**config.mk**
```make
export PLATFORM = sky130hd
export DESIGN_NAME = dspace_bank_steer
export DESIGN_NICKNAME = d
export VERILOG_FILES = /design/src/rtl/dbank_pkg.sv /design/src/rtl/bank_sel_reg.sv /design/src/rtl/bank_window_decode.sv /design/src/rtl/bank_rdata_mux.sv /design/src/rtl/dspace_bank_steer.sv
export SDC_FILE = /design/constraint.sdc
export NUM_CORES = 1
export LEC_CHECK = 0
export BUFFER_PORTS_ARGS = -buffer_cell sky130_fd_sc_hd__buf_2
export CAP_MARGIN = 20
export CORE_MARGIN = 5
export CORE_UTILIZATION = 28
export DETAILED_ROUTE_END_ITERATION = 16
export PLACE_DENSITY = 0.79
export SETUP_SLACK_MARGIN = 0.5
export SLEW_MARGIN = 10
export SYNTH_ARGS = -nofsm -noshare
export SYNTH_HDL_FRONTEND = slang
export SYNTH_SLANG_ARGS = --single-unit
```
**constraint.sdc**
```tcl
create_clock -name clk -period 2.2 [get_ports clk]
set_input_delay 0.55 -clock clk [delete_from_list [all_inputs] [get_ports clk]]
set_output_delay 0.55 -clock clk [all_outputs]
set_load 0.02 [all_outputs]
```
**src/rtl/dbank_pkg.sv**
```systemverilog
package dbank_pkg;
  localparam int unsigned NBANK = 3;
  // bank index -> write-data bit that enables it
  localparam int unsigned SRC_BIT [NBANK] = '{0, 1, 4};
  // banks whose enable freezes during EEPROM parallel write
  localparam logic [NBANK-1:0] EE_MASK = 3'b011;
endpackage

```
**src/rtl/bank_sel_reg.sv**
```systemverilog
module bank_sel_reg
  import dbank_pkg::*;
#(
  parameter int unsigned ADDR_W   = 8,
  parameter int unsigned DATA_W   = 8,
  parameter logic [ADDR_W-1:0] SEL_ADDR = 8'hE8
) (
  input  logic              clk,
  input  logic              rst_n,
  input  logic [ADDR_W-1:0] addr,
  input  logic [DATA_W-1:0] wdata,
  input  logic              wr,
  input  logic              bitop,
  input  logic              ee_par,
  output logic [NBANK-1:0]  sel
);
  logic             byte_hit;
  logic [NBANK-1:0] sel_en;
  logic [NBANK-1:0] sel_d;
  logic [NBANK-1:0] sel_q;
  logic             unused_wdata;

  assign unused_wdata = ^wdata;

  always_comb begin
    byte_hit = wr && !bitop && (addr == SEL_ADDR);
  end

  for (genvar i = 0; i < NBANK; i++) begin : g_bit
    always_comb begin
      sel_en[i] = byte_hit && !(EE_MASK[i] && ee_par);
      sel_d[i]  = wdata[SRC_BIT[i]];
    end
    // intentionally not reset: contents survive reset
    always_ff @(posedge clk) begin
      if (sel_en[i]) sel_q[i] <= sel_d[i];
    end
  end

  assign sel = sel_q;

  p_bitop_hold_r7: assert property (@(posedge clk) disable iff (!rst_n)
    (wr && bitop) |=> $stable(sel_q));
  p_other_addr_hold_r11: assert property (@(posedge clk) disable iff (!rst_n)
    (addr != SEL_ADDR) |=> $stable(sel_q));
  p_parwr_ee_hold_r8: assert property (@(posedge clk) disable iff (!rst_n)
    ee_par |=> $stable(sel_q & EE_MASK));
endmodule

```
**src/rtl/bank_window_decode.sv**
```systemverilog
module bank_window_decode
  import dbank_pkg::*;
#(
  parameter int unsigned ADDR_W   = 8,
  parameter int unsigned WIN_BITS = 6,
  parameter logic [ADDR_W-1:0] SEL_ADDR = 8'hE8
) (
  input  logic                ac_rd,
  input  logic                ac_wr,
  input  logic [ADDR_W-1:0]   addr,
  input  logic [NBANK-1:0]    sel,
  output logic                in_win,
  output logic                reg_hit,
  output logic [NBANK-1:0]    cs,
  output logic [WIN_BITS-1:0] offset,
  output logic                clash
);
  localparam int unsigned HI_W = ADDR_W - WIN_BITS;

  always_comb begin
    in_win  = (addr[ADDR_W-1:WIN_BITS] == {HI_W{1'b0}});
    reg_hit = (addr == SEL_ADDR);
    cs      = sel & {NBANK{in_win && (ac_rd || ac_wr)}};
    offset  = addr[WIN_BITS-1:0];
    clash   = ($countones(sel) > 1);
  end
endmodule

```
**src/rtl/bank_rdata_mux.sv**
```systemverilog
module bank_rdata_mux
  import dbank_pkg::*;
#(
  parameter int unsigned DATA_W = 8
) (
  input  logic                    in_win,
  input  logic                    reg_hit,
  input  logic [NBANK-1:0]        sel,
  input  logic [NBANK*DATA_W-1:0] bank_rdata,
  input  logic [DATA_W-1:0]       map_rdata,
  output logic [DATA_W-1:0]       rdata
);
  logic [DATA_W-1:0] or_data;

  always_comb begin
    or_data = '0;
    for (int i = 0; i < NBANK; i++) begin
      if (sel[i]) or_data = or_data | bank_rdata[i*DATA_W +: DATA_W];
    end
    if (in_win)       rdata = or_data;
    else if (reg_hit) rdata = '1;
    else              rdata = map_rdata;
  end
endmodule

```
**src/rtl/dspace_bank_steer.sv**
```systemverilog
module dspace_bank_steer
  import dbank_pkg::*;
#(
  parameter int unsigned ADDR_W   = 8,
  parameter int unsigned DATA_W   = 8,
  parameter int unsigned WIN_BITS = 6,
  parameter logic [ADDR_W-1:0] SEL_ADDR = 8'hE8
) (
  input  logic                    clk,
  input  logic                    rst_n,
  input  logic [ADDR_W-1:0]       cpu_addr,
  input  logic [DATA_W-1:0]       cpu_wdata,
  input  logic                    cpu_rd,
  input  logic                    cpu_wr,
  input  logic                    cpu_bitop,
  input  logic                    ee_par_wr_mode,
  input  logic [DATA_W-1:0]       map_rdata,
  input  logic [NBANK*DATA_W-1:0] bank_rdata,
  output logic [DATA_W-1:0]       cpu_rdata,
  output logic [NBANK-1:0]        bank_cs,
  output logic [WIN_BITS-1:0]     bank_offset,
  output logic                    bank_we,
  output logic                    bank_clash
);
  logic [NBANK-1:0] sel;
  logic             in_win;
  logic             reg_hit;

  bank_sel_reg #(.ADDR_W(ADDR_W), .DATA_W(DATA_W), .SEL_ADDR(SEL_ADDR)) u_sel (
    .clk(clk), .rst_n(rst_n), .addr(cpu_addr), .wdata(cpu_wdata),
    .wr(cpu_wr), .bitop(cpu_bitop), .ee_par(ee_par_wr_mode), .sel(sel)
  );

  bank_window_decode #(.ADDR_W(ADDR_W), .WIN_BITS(WIN_BITS), .SEL_ADDR(SEL_ADDR)) u_dec (
    .ac_rd(cpu_rd), .ac_wr(cpu_wr), .addr(cpu_addr), .sel(sel),
    .in_win(in_win), .reg_hit(reg_hit), .cs(bank_cs),
    .offset(bank_offset), .clash(bank_clash)
  );

  bank_rdata_mux #(.DATA_W(DATA_W)) u_mux (
    .in_win(in_win), .reg_hit(reg_hit), .sel(sel),
    .bank_rdata(bank_rdata), .map_rdata(map_rdata), .rdata(cpu_rdata)
  );

  assign bank_we = cpu_wr && (|bank_cs);

  p_multi_cs_flag_r9: assert property (@(posedge clk) disable iff (!rst_n)
    ($countones(bank_cs) > 1) |-> bank_clash);
  p_reg_read_ones_r3: assert property (@(posedge clk) disable iff (!rst_n)
    (cpu_rd && cpu_addr == SEL_ADDR) |-> (cpu_rdata == '1 && bank_cs == '0));
  p_outside_no_cs_r10: assert property (@(posedge clk) disable iff (!rst_n)
    (cpu_addr[ADDR_W-1:WIN_BITS] != '0) |-> (bank_cs == '0));
  p_offset_follows_r4: assert property (@(posedge clk) disable iff (!rst_n)
    (|bank_cs) |-> (bank_offset == cpu_addr[WIN_BITS-1:0]));
endmodule

```
# [Word level (Yosys, flattened, before mapping)]
# Index checks and enable logic that the tools add are counted.
[classes] order_cmp=1 eq_ne=1 add_sub_neg=2 n_mux=5 n_reduce_logical=10 n_bitwise=3
[ops] operator="8-bit 2-to-1 mux" count=5
[ops] operator="32-bit by 1-bit adder with 32-bit output" count=1
[ops] operator="32-bit by 2-bit > comparator with 1-bit output, second input constant" count=1
[ops] operator="8-bit OR" count=2
[ops] operator="8-bit equality test, second input constant" count=1
[ops] operator="1-bit logical AND" count=5
[ops] operator="3-bit bitwise AND" count=1
[ops] operator="3-bit OR reduction" count=1
[ops] operator="1-bit by 1-bit adder with 2-bit output" count=1
[ops] operator="1-bit zero test" count=2
[ops] operator="2-bit zero test" count=1
[ops] operator="1-bit logical OR" count=1
[word_totals] wordCells=25 in_bits=54 register_bits=3 out_inout_bits=19

# [Longest topological paths before layout]
[logic_depth] ltp_word=6 ltp_mapped=4 depth_no_buf=3

# [By module]
# From an unflattened synthesis, not the netlist that was laid out.
[unflattened] hier_cells=54 hier_area_um2=465.4
[by_module_without_submodules] module="bank_rdata_mux" cells_per_inst=29 seq_area_each_um2=0.0 n_inst=1 area_each_um2=196.4
[by_module_without_submodules] module="bank_sel_reg" cells_per_inst=8 seq_area_each_um2=90.1 n_inst=1 area_each_um2=133.9
[by_module_without_submodules] module="bank_window_decode" cells_per_inst=16 seq_area_each_um2=0.0 n_inst=1 area_each_um2=126.4
[by_module_without_submodules] module="dspace_bank_steer" cells_per_inst=1 seq_area_each_um2=0.0 n_inst=1 area_each_um2=8.8

# [Worst setup path after synthesis]
# Ideal clock, no wire load.
[synth_path] kind="input -> output" from="input cpu_addr[4]" to="output cpu_rdata[0]" cell_stages=3 path_buffers=0 arrival_ns=1.408 slack_ns=0.242 required_time_ns=1.650 cell_sequence="nand4b_2 > nor4_4 > o31a_2"
[synth_via] elab_chain_cells=3
[synth_lines] element="from (decl)" line="dspace_bank_steer.sv:11" source="input logic [ADDR_W-1:0] cpu_addr,"
[synth_lines] element="8-bit equality test" line="bank_window_decode.sv:22" source="reg_hit = (addr == SEL_ADDR);"
[synth_lines] element="8-bit 2-to-1 mux" line="bank_rdata_mux.sv:21" source="else if (reg_hit) rdata = '1;"
[synth_lines] element="8-bit 2-to-1 mux" line="bank_rdata_mux.sv:20" source="if (in_win) rdata = or_data;"
[synth_lines] element="to (decl)" line="dspace_bank_steer.sv:19" source="output logic [DATA_W-1:0] cpu_rdata,"
# No other way between the ends.

# [Worst setup path after layout]
[layout_path] from="register u_sel.sel_q[0], in the netlist u_sel.sel[0]" to="output cpu_rdata[7]"
[layout_via] elab_chain_cells=6
[layout_lines] element="from (decl)" line="bank_sel_reg.sv:20" source="logic [NBANK-1:0] sel_q;"
[layout_lines] element="from (signal, indexed assignment)" line="bank_sel_reg.sv:36" source="if (sel_en[i]) sel_q[i] <= sel_d[i];"
[layout_lines] element="8-bit 2-to-1 mux *" line="bank_rdata_mux.sv:18" source="if (sel[i]) or_data = or_data | bank_rdata[i*DATA_W +: DATA_W];"
[layout_lines] element="8-bit OR" line="bank_rdata_mux.sv:18"
[layout_lines] element="8-bit 2-to-1 mux *" line="bank_rdata_mux.sv:18"
[layout_lines] element="8-bit OR" line="bank_rdata_mux.sv:18"
[layout_lines] element="8-bit 2-to-1 mux *" line="bank_rdata_mux.sv:18"
[layout_lines] element="8-bit 2-to-1 mux *" line="bank_rdata_mux.sv:20"
# Every way passes the cells marked *; elsewhere a longest branch is shown, timed or not.

==> flow_metrics.env <==
export IMPL_status="completed"
export IMPL_routed_via_density=5.00
export IMPL_synth_area_sq_um=468
export IMPL_vdd_ir_drop_max_mv=0.342
export IMPL_holdBufCountCts=0
export IMPL_drv_slew=0
export IMPL_grt_pass1_vias=772
export IMPL_hold_class="input pin to register"
export IMPL_synth_seq_area_share_pct=19.3
export IMPL_dieArea_sq_um=2590
export IMPL_cts_reportedPaths_clkPinSlew_ps=40
export IMPL_row_count=14
export IMPL_drcViolationCount=0
export IMPL_grt_pass1_wl_um=3290
export IMPL_synthesis_nets=105
export IMPL_first_pass_iters=4
export IMPL_synth_compound_area_share_pct=39.6
export IMPL_stdcell_count=143
export IMPL_die_w_um=50.9
export IMPL_synth_xor_area_share_pct=0
export IMPL_yosysWarnings=0
export IMPL_worstSetupEndpointType="output port"
export IMPL_whs_endpoint="u_sel.sel[2]$_DFFE_PP_"
export IMPL_synth_top_family_by_area="compound AO/OA/AOI/OAI gates"
export IMPL_ys_seq_elements=3
export IMPL_layout_drive_gt1_share_pct=79.5
export IMPL_cp_slowest_cell="edfxtp_1"
export IMPL_setup_slack_ps=77.6
export IMPL_power_frac_clock_pct=31.4
export IMPL_hold_slack_ps=495
export IMPL_layout_commonest_cell="buf_2"
export IMPL_sw_frac_of_total_pct=31.3
export IMPL_start_kind="register"
export IMPL_finalCritPeriodShare_pct=96.5
export IMPL_timing_fmax_ghz=0.471
export IMPL_post_synth_mux_area_share_pct=0
export IMPL_avgRoutedWirePerCell_um=15.2
export IMPL_postSynthCellCount=50
export IMPL_gp_congestion=0.745
export IMPL_crit_fanout=3
export IMPL_cap_viol_max_count=0
export IMPL_worstPathRequired_ps=1650
export IMPL_worstPathArrival_ps=1570
export IMPL_pre_cts_ws_ps=126
export IMPL_cpLargestDelayFamily="compound AO/OA/AOI/OAI gates"
export IMPL_seq_power_share_pct=20.0
export IMPL_vias=715
export IMPL_cp_depth=5
export IMPL_relSlewSlack_pct=74.9
export IMPL_worst_slew_pin_slew_ps=377
export IMPL_period_needed_ps=2120
export IMPL_antenna_cells=0
export IMPL_boundaryPins=73
export IMPL_p_int_uw=217
export IMPL_root_buffer="clkbuf_4"
export IMPL_largest_reg_flops=3
export IMPL_track_usage_pct=16.3
export IMPL_synthAdderAreaFrac_pct=2.67
export IMPL_cts_sinks=3
export IMPL_port_buffers=66
export IMPL_routed_wl_um=2180
export IMPL_core_area_sq_um=1540
export IMPL_fillers=121
export IMPL_path_class="register to output port"
export IMPL_powerDensity_nw_per_um2=307
export IMPL_grt_overflow=0
export IMPL_cts_path_max_buffers=2
export IMPL_finalHoldViolations=0
export IMPL_area_delta_synth_final_pct=120
export IMPL_antenna_left=0
export IMPL_layout_common_cells="52 x buf_2, 16 x buf_4, 11 x buf_6"
export IMPL_fin_area_sq_um=1030
export IMPL_cp_buffers_inverters=2
export IMPL_synth_simple_area_share_pct=25.4
export IMPL_grt_setup_unrepaired="yes"
export IMPL_antenna_found_initial=0
export IMPL_place_inst=125
export IMPL_place_area_sq_um=805
export IMPL_p_leak_nw=0.543
export IMPL_hold_depth=1
export IMPL_cts_buffers=3
export IMPL_syn_avg_cell_area_sq_um=9.36
export IMPL_grt_max_degree=12
export IMPL_finalSetupViolations=0
export IMPL_nets=183
export IMPL_fp_dieH_um=50.9
export IMPL_power_switching_uw=98.9
export IMPL_path_cells="buf_4 > a222oi_1 > nand2_1 > o31a_2 > buf_6"
export IMPL_cts_tree="yes"
export IMPL_max_stage_delay_ps=420
export IMPL_min_from="cpu_wdata[4]"
export IMPL_synth_cell_type_count=18
export IMPL_start_util_pct=30.4
export IMPL_comb_power_share_pct=48.6
export IMPL_h_tree_depth=1
export IMPL_drt_initial_drc_count=30
## power by group through the flow
stage | Combinational (mW) | Sequential, mW | Clock, mW
6_report | 0.154 | 0.0633 | 0.0991
4_1_cts | 0.151 | 0.0633 | 0.103
2_1_floorplan | 0.0680 | 0.0642 | 0
3_3_place_gp | 0.125 | 0.0643 | 0
3_5_place_dp | 0.127 | 0.0643 | 0
5_1_grt | 0.165 | 0.0632 | 0.112
## cell families after synthesis
group                      Yosys count
AOI/OAI and AO/OA                   19
adders and majority gates            1
buffers and inverters               10
DFF                                  3
and+or+nand+nor                     17
## how the worst max path moves through the flow
stage	from	endpoint	slack [ps]
global placement	cpu_addr[4]	cpu_rdata[4]	130
detailed placement	cpu_addr[4]	cpu_rdata[3]	130
CTS	u_sel.sel[0]$_DFFE_PP_	cpu_rdata[5]	100
finish	u_sel.sel[0]$_DFFE_PP_	cpu_rdata[7]	80
global route	u_sel.sel[0]$_DFFE_PP_	cpu_rdata[2]	-10
floorplan	cpu_addr[4]	cpu_rdata[1]	290
## final cells by class
class,count,area [sq um],area share (%)
Sequential cell,3,90.1,8.75
Clock buffer,4,26.3,2.55
Multi-Input combinational cell,37,349,33.9
Tap cell,16,20.0,1.94
Timing Repair Buffer,83,544,52.9
## per-stage QoR
stage,TNS [ps],total power [mW],util [%]
after floorplan,0,0.132,-
after global placement,0,0.190,52.2
after detailed placement,0,0.191,52.2
after CTS,0,0.318,64.3
after global routing,-12.7,0.340,66.8
final,0,0.316,66.8
## per-layer routing
metal  GRT usage (%)  share of wire, %
met5               0                 0
met1            18.8                37
met3            6.10                10
met2            28.3                52
met4            3.40               1.0
## synthesized netlist by cell type
cell type	count	area share, %
and3b_1	1	1.9
nor4_4	1	4.5
a222oi_1	8	17
and4bb_1	1	2.7
a21o_1	1	1.6
o21a_1	1	1.6
edfxtp_1	3	19
o31a_2	8	17
ha_1	1	2.7
nand2_1	8	6.4
nand2b_1	1	1.3
clkbuf_1	3	2.4
buf_2	1	1.1
o311a_1	1	2.1
and2_1	3	4.0
nor2_2	1	1.3
buf_4	6	9.6
nand4b_2	1	3.2
## repair_timing
item                                    CTS  global route
pin swaps                                10             9
endpoints found under the setup margin   13            13
setup buffers                            11             3
gates resized for setup                  27             7
(Power assumes the default switching activity.)
